--- config.mk ---
export PLATFORM = sky130hd
export DESIGN_NAME = pcifn_state_ctrl
export DESIGN_NICKNAME = d
export VERILOG_FILES = /design/src/rtl/pcifn_pkg.sv /design/src/rtl/pcifn_lookup.sv /design/src/rtl/pcifn_idx_alloc.sv /design/src/rtl/pcifn_release_timer.sv /design/src/rtl/pcifn_state_ctrl.sv
export SDC_FILE = /design/constraint.sdc
export NUM_CORES = 1
export LEC_CHECK = 0
export BUFFER_PORTS_ARGS = -buffer_cell sky130_fd_sc_hd__buf_2
export CORE_ASPECT_RATIO = 1.4
export CORE_MARGIN = 4
export CORE_UTILIZATION = 55
export CTS_CLUSTER_DIAMETER = 200
export DETAILED_ROUTE_END_ITERATION = 12
export PLACE_DENSITY = 0.86
export SLEW_MARGIN = 0
export SYNTH_ARGS = -nofsm -noshare
export SYNTH_HDL_FRONTEND = slang
export SYNTH_SLANG_ARGS = --single-unit
--- constraint.sdc ---
create_clock -name clk -period 3.4 [get_ports clk]
set_input_delay 0.17 -clock clk [delete_from_list [all_inputs] [get_ports clk]]
set_output_delay 0.17 -clock clk [all_outputs]
set_load 0.01 [all_outputs]
--- src/rtl/pcifn_pkg.sv ---
package pcifn_pkg;

  typedef enum logic [2:0] {
    FS_RESERVED = 3'd0,
    FS_STANDBY  = 3'd1,
    FS_DISABLED = 3'd2,
    FS_ENABLED  = 3'd3,
    FS_BLOCKED  = 3'd4,
    FS_ERROR    = 3'd5
  } fn_state_e;

  typedef enum logic [2:0] {
    OP_CONFIG   = 3'd0,
    OP_DECONFIG = 3'd1,
    OP_RESET    = 3'd2,
    OP_UNPLUG   = 3'd3,
    OP_ALLOC    = 3'd4,
    OP_ENABLE   = 3'd5,
    OP_FAULT    = 3'd6,
    OP_SET_TMO  = 3'd7
  } fn_op_e;

  typedef enum logic [1:0] {
    C_IDLE = 2'd0,
    C_EXEC = 2'd1,
    C_EXP1 = 2'd2,
    C_EXP2 = 2'd3
  } ctl_e;

  localparam logic [15:0] RC_OK      = 16'h0010;
  localparam logic [15:0] RC_NOACT   = 16'h0020;
  localparam logic [15:0] RC_RSVD    = 16'h0030;
  localparam logic [15:0] RC_UNKNOWN = 16'h0040;
  localparam logic [15:0] RC_NOSLOT  = 16'h0050;
  localparam logic [15:0] RC_PENDING = 16'h0060;

  localparam logic [15:0] EV_DECONF_REQ   = 16'h0101;
  localparam logic [15:0] EV_CFG_TO_STBY  = 16'h0102;
  localparam logic [15:0] EV_STBY_TO_RSVD = 16'h0103;

  function automatic logic fn_is_active(input fn_state_e s);
    return !(s == FS_RESERVED || s == FS_STANDBY);
  endfunction

endpackage

--- src/rtl/pcifn_lookup.sv ---
module pcifn_lookup #(
  parameter int IDX_W = 2,
  parameter int FID_W = 8
) (
  input  logic                             clk,
  input  logic                             rst_n,
  input  logic [(1<<IDX_W)-1:0]            slot_vld,
  input  logic [(1<<IDX_W)-1:0][FID_W-1:0] slot_fid,
  input  logic [FID_W-1:0]                 key,
  output logic                             hit,
  output logic [IDX_W-1:0]                 idx
);
  localparam int NFUNC = 1 << IDX_W;

  logic [NFUNC-1:0] match;

  always_comb begin
    for (int i = 0; i < NFUNC; i++) begin
      match[i] = slot_vld[i] && (slot_fid[i] == key);
    end
  end

  always_comb begin
    hit = |match;
    idx = '0;
    for (int i = NFUNC - 1; i >= 0; i--) begin
      if (match[i]) idx = IDX_W'(i);
    end
  end

  AST_FID_UNIQUE: assert property (@(posedge clk) disable iff (!rst_n) $onehot0(match));

endmodule

--- src/rtl/pcifn_idx_alloc.sv ---
module pcifn_idx_alloc #(
  parameter int IDX_W = 2
) (
  input  logic [(1<<IDX_W)-1:0] used,
  input  logic [IDX_W-1:0]      start,
  output logic                  ok,
  output logic [IDX_W-1:0]      idx
);
  localparam int NFUNC = 1 << IDX_W;

  function automatic logic [IDX_W:0] probe_free(input logic [NFUNC-1:0] u,
                                                input logic [IDX_W-1:0] s);
    logic             found;
    logic [IDX_W-1:0] pick;
    logic [IDX_W-1:0] cand;
    found = 1'b0;
    pick  = '0;
    for (int k = 0; k < NFUNC; k++) begin
      cand = s + IDX_W'(k);
      if (!found && !u[cand]) begin
        found = 1'b1;
        pick  = cand;
      end
    end
    return {found, pick};
  endfunction

  always_comb begin
    {ok, idx} = probe_free(used, start);
  end

endmodule

--- src/rtl/pcifn_release_timer.sv ---
module pcifn_release_timer #(
  parameter int IDX_W = 2,
  parameter int TMR_W = 12
) (
  input  logic                             clk,
  input  logic                             rst_n,
  input  logic [(1<<IDX_W)-1:0]            arm,
  input  logic [(1<<IDX_W)-1:0]            cancel,
  input  logic [(1<<IDX_W)-1:0]            ack,
  input  logic [(1<<IDX_W)-1:0][TMR_W-1:0] load,
  output logic [(1<<IDX_W)-1:0]            run,
  output logic [(1<<IDX_W)-1:0]            pend
);
  localparam int NFUNC = 1 << IDX_W;

  for (genvar g = 0; g < NFUNC; g++) begin : g_slot
    logic [TMR_W-1:0] cnt;

    always_ff @(posedge clk or negedge rst_n) begin
      if (!rst_n) begin
        cnt     <= '0;
        run[g]  <= 1'b0;
        pend[g] <= 1'b0;
      end else if (cancel[g]) begin
        run[g]  <= 1'b0;
        pend[g] <= 1'b0;
      end else if (arm[g]) begin
        cnt     <= load[g];
        run[g]  <= 1'b1;
        pend[g] <= 1'b0;
      end else if (ack[g]) begin
        pend[g] <= 1'b0;
      end else if (run[g]) begin
        if (cnt <= TMR_W'(1)) begin
          run[g]  <= 1'b0;
          pend[g] <= 1'b1;
        end else begin
          cnt <= cnt - TMR_W'(1);
        end
      end
    end

    AST_EXPIRE_AFTER_RUN: assert property (@(posedge clk) disable iff (!rst_n) $rose(pend[g]) |-> $past(run[g]));
    AST_ARM_STARTS: assert property (@(posedge clk) disable iff (!rst_n) (arm[g] && !cancel[g]) |=> run[g]);
    AST_CANCEL_CLEARS: assert property (@(posedge clk) disable iff (!rst_n) cancel[g] |=> (!run[g] && !pend[g]));
  end

endmodule

--- src/rtl/pcifn_state_ctrl.sv ---
module pcifn_state_ctrl
  import pcifn_pkg::*;
#(
  parameter int IDX_W   = 2,
  parameter int FID_W   = 8,
  parameter int TMR_W   = 12,
  parameter int TMO_DEF = 24
) (
  input  logic             clk,
  input  logic             rst_n,
  input  logic             req_valid,
  output logic             req_ready,
  input  logic [2:0]       req_op,
  input  logic [FID_W-1:0] req_fid,
  input  logic [TMR_W-1:0] req_arg,
  output logic             rsp_done,
  output logic [15:0]      rsp_code,
  output logic [IDX_W:0]   rsp_handle,
  output logic             evt_valid,
  output logic [15:0]      evt_code,
  output logic [FID_W-1:0] evt_fid,
  output logic [IDX_W:0]   evt_handle,
  output logic             dereg_irq,
  output logic             dereg_xlat,
  output logic [FID_W-1:0] dereg_fid
);
  localparam int NFUNC = 1 << IDX_W;
  localparam logic [TMR_W-1:0] TMO_INIT = (TMO_DEF < 1) ? TMR_W'(1) : TMR_W'(TMO_DEF);

  function automatic logic [TMR_W-1:0] clamp_tmo(input logic [TMR_W-1:0] v);
    return (v == '0) ? TMR_W'(1) : v;
  endfunction

  // per-slot state
  logic [NFUNC-1:0]            slot_vld;
  logic [NFUNC-1:0][FID_W-1:0] slot_fid;
  logic [NFUNC-1:0]            slot_en;
  logic [NFUNC-1:0][TMR_W-1:0] slot_tmo;
  fn_state_e                   slot_st [NFUNC];
  logic [IDX_W-1:0]            next_idx;

  // control
  ctl_e             ctl;
  fn_op_e           cmd_op;
  logic [FID_W-1:0] cmd_fid;
  logic [TMR_W-1:0] cmd_arg;
  logic [IDX_W-1:0] exp_idx;

  // named internal events
  logic             req_accept;
  logic             lk_hit;
  logic [IDX_W-1:0] lk_idx;
  logic             al_ok;
  logic [IDX_W-1:0] al_idx;
  logic [NFUNC-1:0] tmr_run, tmr_pend, arm_v, cancel_v, ack_v;
  logic             exp_any;
  logic [IDX_W-1:0] exp_pick;

  pcifn_lookup #(.IDX_W(IDX_W), .FID_W(FID_W)) u_lookup (
    .clk(clk), .rst_n(rst_n), .slot_vld(slot_vld), .slot_fid(slot_fid),
    .key(cmd_fid), .hit(lk_hit), .idx(lk_idx)
  );

  pcifn_idx_alloc #(.IDX_W(IDX_W)) u_alloc (
    .used(slot_vld), .start(next_idx), .ok(al_ok), .idx(al_idx)
  );

  pcifn_release_timer #(.IDX_W(IDX_W), .TMR_W(TMR_W)) u_timer (
    .clk(clk), .rst_n(rst_n), .arm(arm_v), .cancel(cancel_v), .ack(ack_v),
    .load(slot_tmo), .run(tmr_run), .pend(tmr_pend)
  );

  always_comb begin
    exp_any  = |tmr_pend;
    exp_pick = '0;
    for (int i = NFUNC - 1; i >= 0; i--) begin
      if (tmr_pend[i]) exp_pick = IDX_W'(i);
    end
  end

  assign req_ready  = (ctl == C_IDLE) && !exp_any;
  assign req_accept = req_valid && req_ready;

  // decision for the latched request
  fn_state_e        cur_st, x_st;
  logic             x_wr_st, x_set_en, x_clr_en, x_remove, x_alloc;
  logic             x_arm, x_cancel, x_evt, x_dereg, x_settmo;
  logic [15:0]      x_rc, x_evt_code;
  logic [IDX_W:0]   x_hnd;
  logic             new_en;

  always_comb begin
    cur_st     = slot_st[lk_idx];
    x_st       = cur_st;
    x_wr_st    = 1'b0;
    x_set_en   = 1'b0;
    x_clr_en   = 1'b0;
    x_remove   = 1'b0;
    x_alloc    = 1'b0;
    x_arm      = 1'b0;
    x_cancel   = 1'b0;
    x_evt      = 1'b0;
    x_dereg    = 1'b0;
    x_settmo   = 1'b0;
    x_evt_code = EV_DECONF_REQ;
    x_rc       = RC_UNKNOWN;
    if (cmd_op == OP_ALLOC) begin
      if (lk_hit)      x_rc = RC_NOACT;
      else if (!al_ok) x_rc = RC_NOSLOT;
      else begin
        x_rc    = RC_OK;
        x_alloc = 1'b1;
      end
    end else if (lk_hit) begin
      if (cur_st == FS_RESERVED && cmd_op != OP_UNPLUG && cmd_op != OP_SET_TMO) begin
        x_rc = RC_RSVD;
      end else begin
        unique case (cmd_op)
          OP_CONFIG: begin
            if (cur_st == FS_STANDBY) begin
              x_st = FS_DISABLED; x_wr_st = 1'b1; x_rc = RC_OK;
            end else x_rc = RC_NOACT;
          end
          OP_DECONFIG: begin
            if (cur_st == FS_STANDBY) x_rc = RC_NOACT;
            else begin
              x_rc = RC_OK; x_dereg = 1'b1; x_clr_en = 1'b1;
              x_st = FS_STANDBY; x_wr_st = 1'b1;
              if (tmr_run[lk_idx]) begin
                x_evt = 1'b1; x_evt_code = EV_STBY_TO_RSVD; x_remove = 1'b1;
              end
            end
          end
          OP_RESET: begin
            if (cur_st == FS_STANDBY) x_rc = RC_NOACT;
            else begin
              x_rc = RC_OK; x_clr_en = 1'b1; x_st = FS_DISABLED; x_wr_st = 1'b1;
            end
          end
          OP_UNPLUG: begin
            if (cur_st == FS_RESERVED) begin
              x_rc = RC_OK; x_remove = 1'b1;
            end else if (cur_st == FS_STANDBY) begin
              x_rc = RC_OK; x_remove = 1'b1;
              x_evt = 1'b1; x_evt_code = EV_STBY_TO_RSVD;
            end else begin
              x_rc = RC_PENDING; x_arm = 1'b1;
              x_evt = 1'b1; x_evt_code = EV_DECONF_REQ;
            end
          end
          OP_ENABLE: begin
            if (cur_st == FS_DISABLED) begin
              x_rc = RC_OK; x_set_en = 1'b1; x_st = FS_ENABLED; x_wr_st = 1'b1;
            end else x_rc = RC_NOACT;
          end
          OP_FAULT: begin
            if (cur_st == FS_ENABLED) begin
              x_rc = RC_OK; x_st = FS_BLOCKED; x_wr_st = 1'b1;
            end else if (cur_st == FS_BLOCKED) begin
              x_rc = RC_OK; x_st = FS_ERROR; x_wr_st = 1'b1;
            end else x_rc = RC_NOACT;
          end
          OP_SET_TMO: begin
            x_rc = RC_OK; x_settmo = 1'b1;
          end
          default: x_rc = RC_UNKNOWN;
        endcase
      end
    end
    x_cancel = x_remove;

    new_en = x_set_en ? 1'b1 : (x_clr_en ? 1'b0 : slot_en[lk_idx]);
    if (cmd_op == OP_ALLOC) begin
      if (lk_hit)     x_hnd = {slot_en[lk_idx], lk_idx};
      else if (al_ok) x_hnd = {1'b0, al_idx};
      else            x_hnd = '0;
    end else if (!lk_hit) x_hnd = '0;
    else if (x_remove)    x_hnd = {1'b0, lk_idx};
    else                  x_hnd = {new_en, lk_idx};
  end

  always_comb begin
    arm_v    = '0;
    cancel_v = '0;
    ack_v    = '0;
    if (ctl == C_EXEC) begin
      if (x_arm)    arm_v[lk_idx]    = 1'b1;
      if (x_cancel) cancel_v[lk_idx] = 1'b1;
    end
    if (ctl == C_IDLE && exp_any) ack_v[exp_pick] = 1'b1;
  end

  always_ff @(posedge clk or negedge rst_n) begin
    if (!rst_n) begin
      ctl        <= C_IDLE;
      cmd_op     <= OP_CONFIG;
      cmd_fid    <= '0;
      cmd_arg    <= '0;
      exp_idx    <= '0;
      next_idx   <= '0;
      slot_vld   <= '0;
      slot_fid   <= '0;
      slot_en    <= '0;
      slot_tmo   <= '0;
      for (int i = 0; i < NFUNC; i++) slot_st[i] <= FS_RESERVED;
      rsp_done   <= 1'b0;
      rsp_code   <= '0;
      rsp_handle <= '0;
      evt_valid  <= 1'b0;
      evt_code   <= '0;
      evt_fid    <= '0;
      evt_handle <= '0;
      dereg_irq  <= 1'b0;
      dereg_xlat <= 1'b0;
      dereg_fid  <= '0;
    end else begin
      rsp_done   <= 1'b0;
      evt_valid  <= 1'b0;
      dereg_irq  <= 1'b0;
      dereg_xlat <= 1'b0;
      unique case (ctl)
        C_IDLE: begin
          if (exp_any) begin
            exp_idx <= exp_pick;
            ctl     <= C_EXP1;
          end else if (req_accept) begin
            cmd_op  <= fn_op_e'(req_op);
            cmd_fid <= req_fid;
            cmd_arg <= req_arg;
            ctl     <= C_EXEC;
          end
        end
        C_EXEC: begin
          rsp_done   <= 1'b1;
          rsp_code   <= x_rc;
          rsp_handle <= x_hnd;
          if (x_evt) begin
            evt_valid  <= 1'b1;
            evt_code   <= x_evt_code;
            evt_fid    <= cmd_fid;
            evt_handle <= x_hnd;
          end
          if (x_dereg) begin
            dereg_irq  <= 1'b1;
            dereg_xlat <= 1'b1;
            dereg_fid  <= cmd_fid;
          end
          if (x_wr_st) slot_st[lk_idx] <= x_st;
          if (x_set_en) slot_en[lk_idx] <= 1'b1;
          if (x_clr_en) slot_en[lk_idx] <= 1'b0;
          if (x_settmo) slot_tmo[lk_idx] <= clamp_tmo(cmd_arg);
          if (x_remove) begin
            slot_vld[lk_idx] <= 1'b0;
            slot_fid[lk_idx] <= '0;
            slot_en[lk_idx]  <= 1'b0;
            slot_st[lk_idx]  <= FS_RESERVED;
          end
          if (x_alloc) begin
            slot_vld[al_idx] <= 1'b1;
            slot_fid[al_idx] <= cmd_fid;
            slot_en[al_idx]  <= 1'b0;
            slot_tmo[al_idx] <= TMO_INIT;
            slot_st[al_idx]  <= cmd_arg[0] ? FS_STANDBY : FS_RESERVED;
            next_idx         <= al_idx + IDX_W'(1);
          end
          ctl <= C_IDLE;
        end
        C_EXP1: begin
          slot_st[exp_idx] <= FS_STANDBY;
          slot_en[exp_idx] <= 1'b0;
          evt_valid  <= 1'b1;
          evt_code   <= EV_CFG_TO_STBY;
          evt_fid    <= slot_fid[exp_idx];
          evt_handle <= {1'b0, exp_idx};
          dereg_irq  <= 1'b1;
          dereg_xlat <= 1'b1;
          dereg_fid  <= slot_fid[exp_idx];
          ctl        <= C_EXP2;
        end
        C_EXP2: begin
          evt_valid  <= 1'b1;
          evt_code   <= EV_STBY_TO_RSVD;
          evt_fid    <= slot_fid[exp_idx];
          evt_handle <= {1'b0, exp_idx};
          slot_vld[exp_idx] <= 1'b0;
          slot_fid[exp_idx] <= '0;
          slot_st[exp_idx]  <= FS_RESERVED;
          ctl        <= C_IDLE;
        end
        default: ctl <= C_IDLE;
      endcase
    end
  end

  AST_RSP_PULSE: assert property (@(posedge clk) disable iff (!rst_n) rsp_done |=> !rsp_done);
  AST_RSP_LATENCY: assert property (@(posedge clk) disable iff (!rst_n) rsp_done |-> $past(req_accept, 2));
  AST_BUSY_AFTER_TAKE: assert property (@(posedge clk) disable iff (!rst_n) req_accept |=> !req_ready);
  AST_ALLOC_FREE_SLOT: assert property (@(posedge clk) disable iff (!rst_n) (ctl == C_EXEC && cmd_op == OP_ALLOC && al_ok) |-> !slot_vld[al_idx]);
  AST_EXPIRY_PAIR: assert property (@(posedge clk) disable iff (!rst_n) (evt_valid && evt_code == EV_CFG_TO_STBY) |=> (evt_valid && evt_code == EV_STBY_TO_RSVD));

endmodule

==> summary.txt <==
Outcome
  – Status: finished with violations
  – Failing checks: setup timing

Floorplanning
  – Placeable Area: 21,900 sq um
  – Die ar.: 24,700 sq um
  – Die Ht: 184 um
  – Starting Density: 0.558
  – Core Rows: 64
  – IO Count: 85
  – Die width: 134 um

Synthesis
  – Synth Instances: 1,275
  – Syn. warnings: 0
  – Cell taking the most area after synthesis: dfrtp_1
  – Commonest register cell after synthesis: dfrtp_1
  – Area share of the leading cell type in the synthesized netlist: 0.443
  – Top cells by area, synth: dfrtp_1 (44%), a22o_1 (5.5%), o21ai_0 (4.7%)
  – Asr flop ratio synth: 1.00
  – Sequential area share after synthesis: 0.443
  – Commonest cells post-synth: dfrtp_1 (216), nand2_1 (129), o21ai_0 (114)
  – EDFF count, synth: 0
  – XOR/XNOR Fraction of Synth Area: 0.0263
  – Top-count cell post-synth: dfrtp_1
  – Post-synth cell types: 90
  – Synth Area in Adders: 0.0185
  – Simple-gate share of the synthesized area: 0.162
  – Avg Cell Area, Syn: 9.57 sq um
  – Synth Area in Compound Gates: 0.232
  – Mapped Area: 12,200 sq um
  – Combinational family with the most area after synthesis: compound AO/OA/AOI/OAI gates
  – Flops & latches, synth: 216
  – Mux cell area share after synthesis: 0.0605

STA
  – Worst-margin pin slew: 1080 ps
  – Setup Viol. Count Final: 31
  – Fmax: 282 MHz
  – Worst slew margin: 0.280
  – RSZ-0062 raised after global routing: true
  – Final Cycle Share: 1.04
  – Pins Over Slew Limit: 0
  – Fin Clk Skew: 26.1 ps
  – Post-route worst setup slack: -151 ps
  – Post-route minimum period: 3550 ps
  – Final Hold Viols: 0

Cells and area
  – Nets: 1,562
  – Area of all placed cells without fillers: 15,900 sq um
  – Layout cells sized above 1: 0.317
  – Fin util: 0.729
  – ANT cells: 0
  – Synth-to-layout area growth: 30.7%
  – Filler Cell Count: 1,444
  – Cell Count, Final, Fillers Out: 1,831

Power
  – Tot Pwr: 11.6 mW
  – VDD IR-drop max: 701 uV
  – P_leak: 7.42 nW
  – PwrDens: 730 nW/um^2

Global route
  – GR Overflow Total: 0
  – First-pass GRT wire length: 62.0 mm
  – Initial antenna violation count: 0
  – Vias in the first global route: 11,400
  – Largest net degree at the start of global routing: 95
  – Total track usage: 0.318

Worst setup path
  – CP Data Arrival Time: 4010 ps
  – Setup crit start kind: flip-flop
  – CP dominant cell by count: buf_4
  – CP max FO: 7
  – Req. time, crit path: 3860 ps
  – Crit path largest cell delay: 500 ps
  – Cells along the critical path: buf_4 > xnor2_1 > nand2_1 > buf_4 > nor4_2 > buf_4 > a311oi_4 > o221ai_1 > buf_4 > nand3_2 > a41oi_4 > nand2_4 > or4_4 > a32oi_2
  – Crit-path slowest cell: or4_4
  – Nature of the critical path endpoint: flip-flop
  – Setup Crit Path Kind: reg -> reg

Hold path
  – Hold Crit Class: in -> async

Clock network
  – Clock root buffer master: clkbuf_16
  – CTS tree: yes
  – Clk Latency, worst-skew pair: 540 ps
  – CTS max path bufs: 3
  – Sink Count: 216
  – Num CTS Buffers: 23
  – CTS H-tree depth: 1
  – Clock slew at reported path FFs: 70 ps

Place
  – DP HPWL: 27.5 mm
  – Number of port buffers: 58
  – DP Area: 13,600 sq um
  – Global placer's final weighted congestion: 1.04
  – Placed Cells: 1,701

Route
  – DR vias/cell: 6.54
  – Vias: 12,000
  – DRC violations left: 0
  – TritonRoute pass-1 iters: 6
  – Avg WL per Cell: 23.5 um
  – DRT iter0 DRCs: 1,333
  – Routed Antenna Nets: 0
  – Routed wire length: 43.0 mm

Run
  – Maxcap violations: 0
sequential cells by signal, summed over array words and instances (netlist names):
name	flops
ctl	2
cmd_fid	8
next_idx	2
slot_st	12
evt_handle	3
evt_code	3
cmd_op	3
exp_idx	2
rsp_handle	3
cmd_arg	12
u_timer.pend	4
slot_fid	32
u_timer.run	4
evt_valid	1
rsp_done	1
rsp_code	3
slot_vld	4
slot_en	4
evt_fid	8
u_timer.g_slot.cnt	48
dereg_fid	8
dereg_xlat	1
slot_tmo	48
area by class of cell:
class	count	area [sq um]	area share
Sequential cell	216	5420	0.340
Clock inverter	11	166	0.0104
Tap cell	297	372	0.0233
Multi-Input combinational cell	951	6820	0.428
Clock buffer	30	642	0.0403
Timing Repair Buffer	291	2390	0.150
Inverter	35	131	0.00824
critical path: cells and delay by family, from the launching register on:
kind	cells	cell delay [ps]
AO/OA/AOI/OAI	4	1000
buffers and inverters	4	720
flip-flops	1	460
AND/OR/NAND/NOR	5	1130
XOR/XNOR	1	170
cells by family after synthesis:
group,count (synthesis)
and+or+nand+nor,396
buffers and inverters,133
muxes,59
DFF,216
other,1
xor gates and xnor gates,34
adders and majority gates,18
AOI/OAI and AO/OA,418
per-layer routing:
layer | routed length [um] | vias up | share of wire | track usage
met5 | 0 | - | 0 | 0
met4 | 3600 | 0 | 0.084 | 0.211
met3 | 3370 | 267 | 0.078 | 0.0502
met2 | 21600 | 788 | 0.50 | 0.556
met1 | 14400 | 5827 | 0.33 | 0.357
li1 | - | 5097 | - | -
cell usage in the layout (no fill, tap or decap), drive strengths merged, types with 9 or more instances in the layout:
cell type and instances:
inv 34, a21oi 99, mux2 38, a22o 76
nor3b 9, o21ai 122, dlygate4sd3 25, nor3 38
o2bb2ai 10, nand3 24, mux2i 13, nand2 130
a31oi 16, nor2 102, nand2b 17, nand4 12
clkbuf 37, conb 26, ha 18, buf 258
o22ai 9, dfrtp 216, a22oi 11, nor4 23
xnor2 27
report_power, final:
| group | switching, mW | internal [mW] |
|---|---|---|
| sequential | 0.782 | 3.14 |
| clock | 1.09 | 1.64 |
| combinational | 2.77 | 2.21 |
timing repair:
item,4_1_cts,5_1_grt
setup endpoints to repair,117,137
gates resized for setup,26,178
endpoints found under the hold margin,115,0
hold buffers,25,0
buffers inserted,7,48
pin swaps,7,54
gates cloned,0,9
final timing paths:
check	startpoint	to	slack, ps	depth (start not counted)
worst max-delay path	cmd_fid[2]$_DFFE_PN0P_	slot_st[9]$_DFFE_PN0P_	-150	14
worst min-delay path	rst_n	u_timer.g_slot[0].cnt[4]$_DFFE_PN0P_	210	2
worst max register to register	cmd_fid[2]$_DFFE_PN0P_	slot_st[9]$_DFFE_PN0P_	-150	14
worst min register to register	evt_code[8]$_DFFE_PN0P_	evt_code[8]$_DFFE_PN0P_	470	1
max in group asynchronous	rst_n	u_timer.g_slot[2].cnt[1]$_DFFE_PN0P_	2190	3
min in group clk	req_arg[2]	cmd_arg[2]$_DFFE_PN0P_	400	3
through the flow:
step,hold slack (ps),worst slack [ps],setup TNS (ps)
floorplan,-126,196,0
global placement,243,-311,-6560
detailed placement,253,-335,-8490
CTS,288,-51.6,-403
global route,335,-294,-12440
finish,208,-151,-1870
No activity file was read; power rests on OpenSTA's default activity.
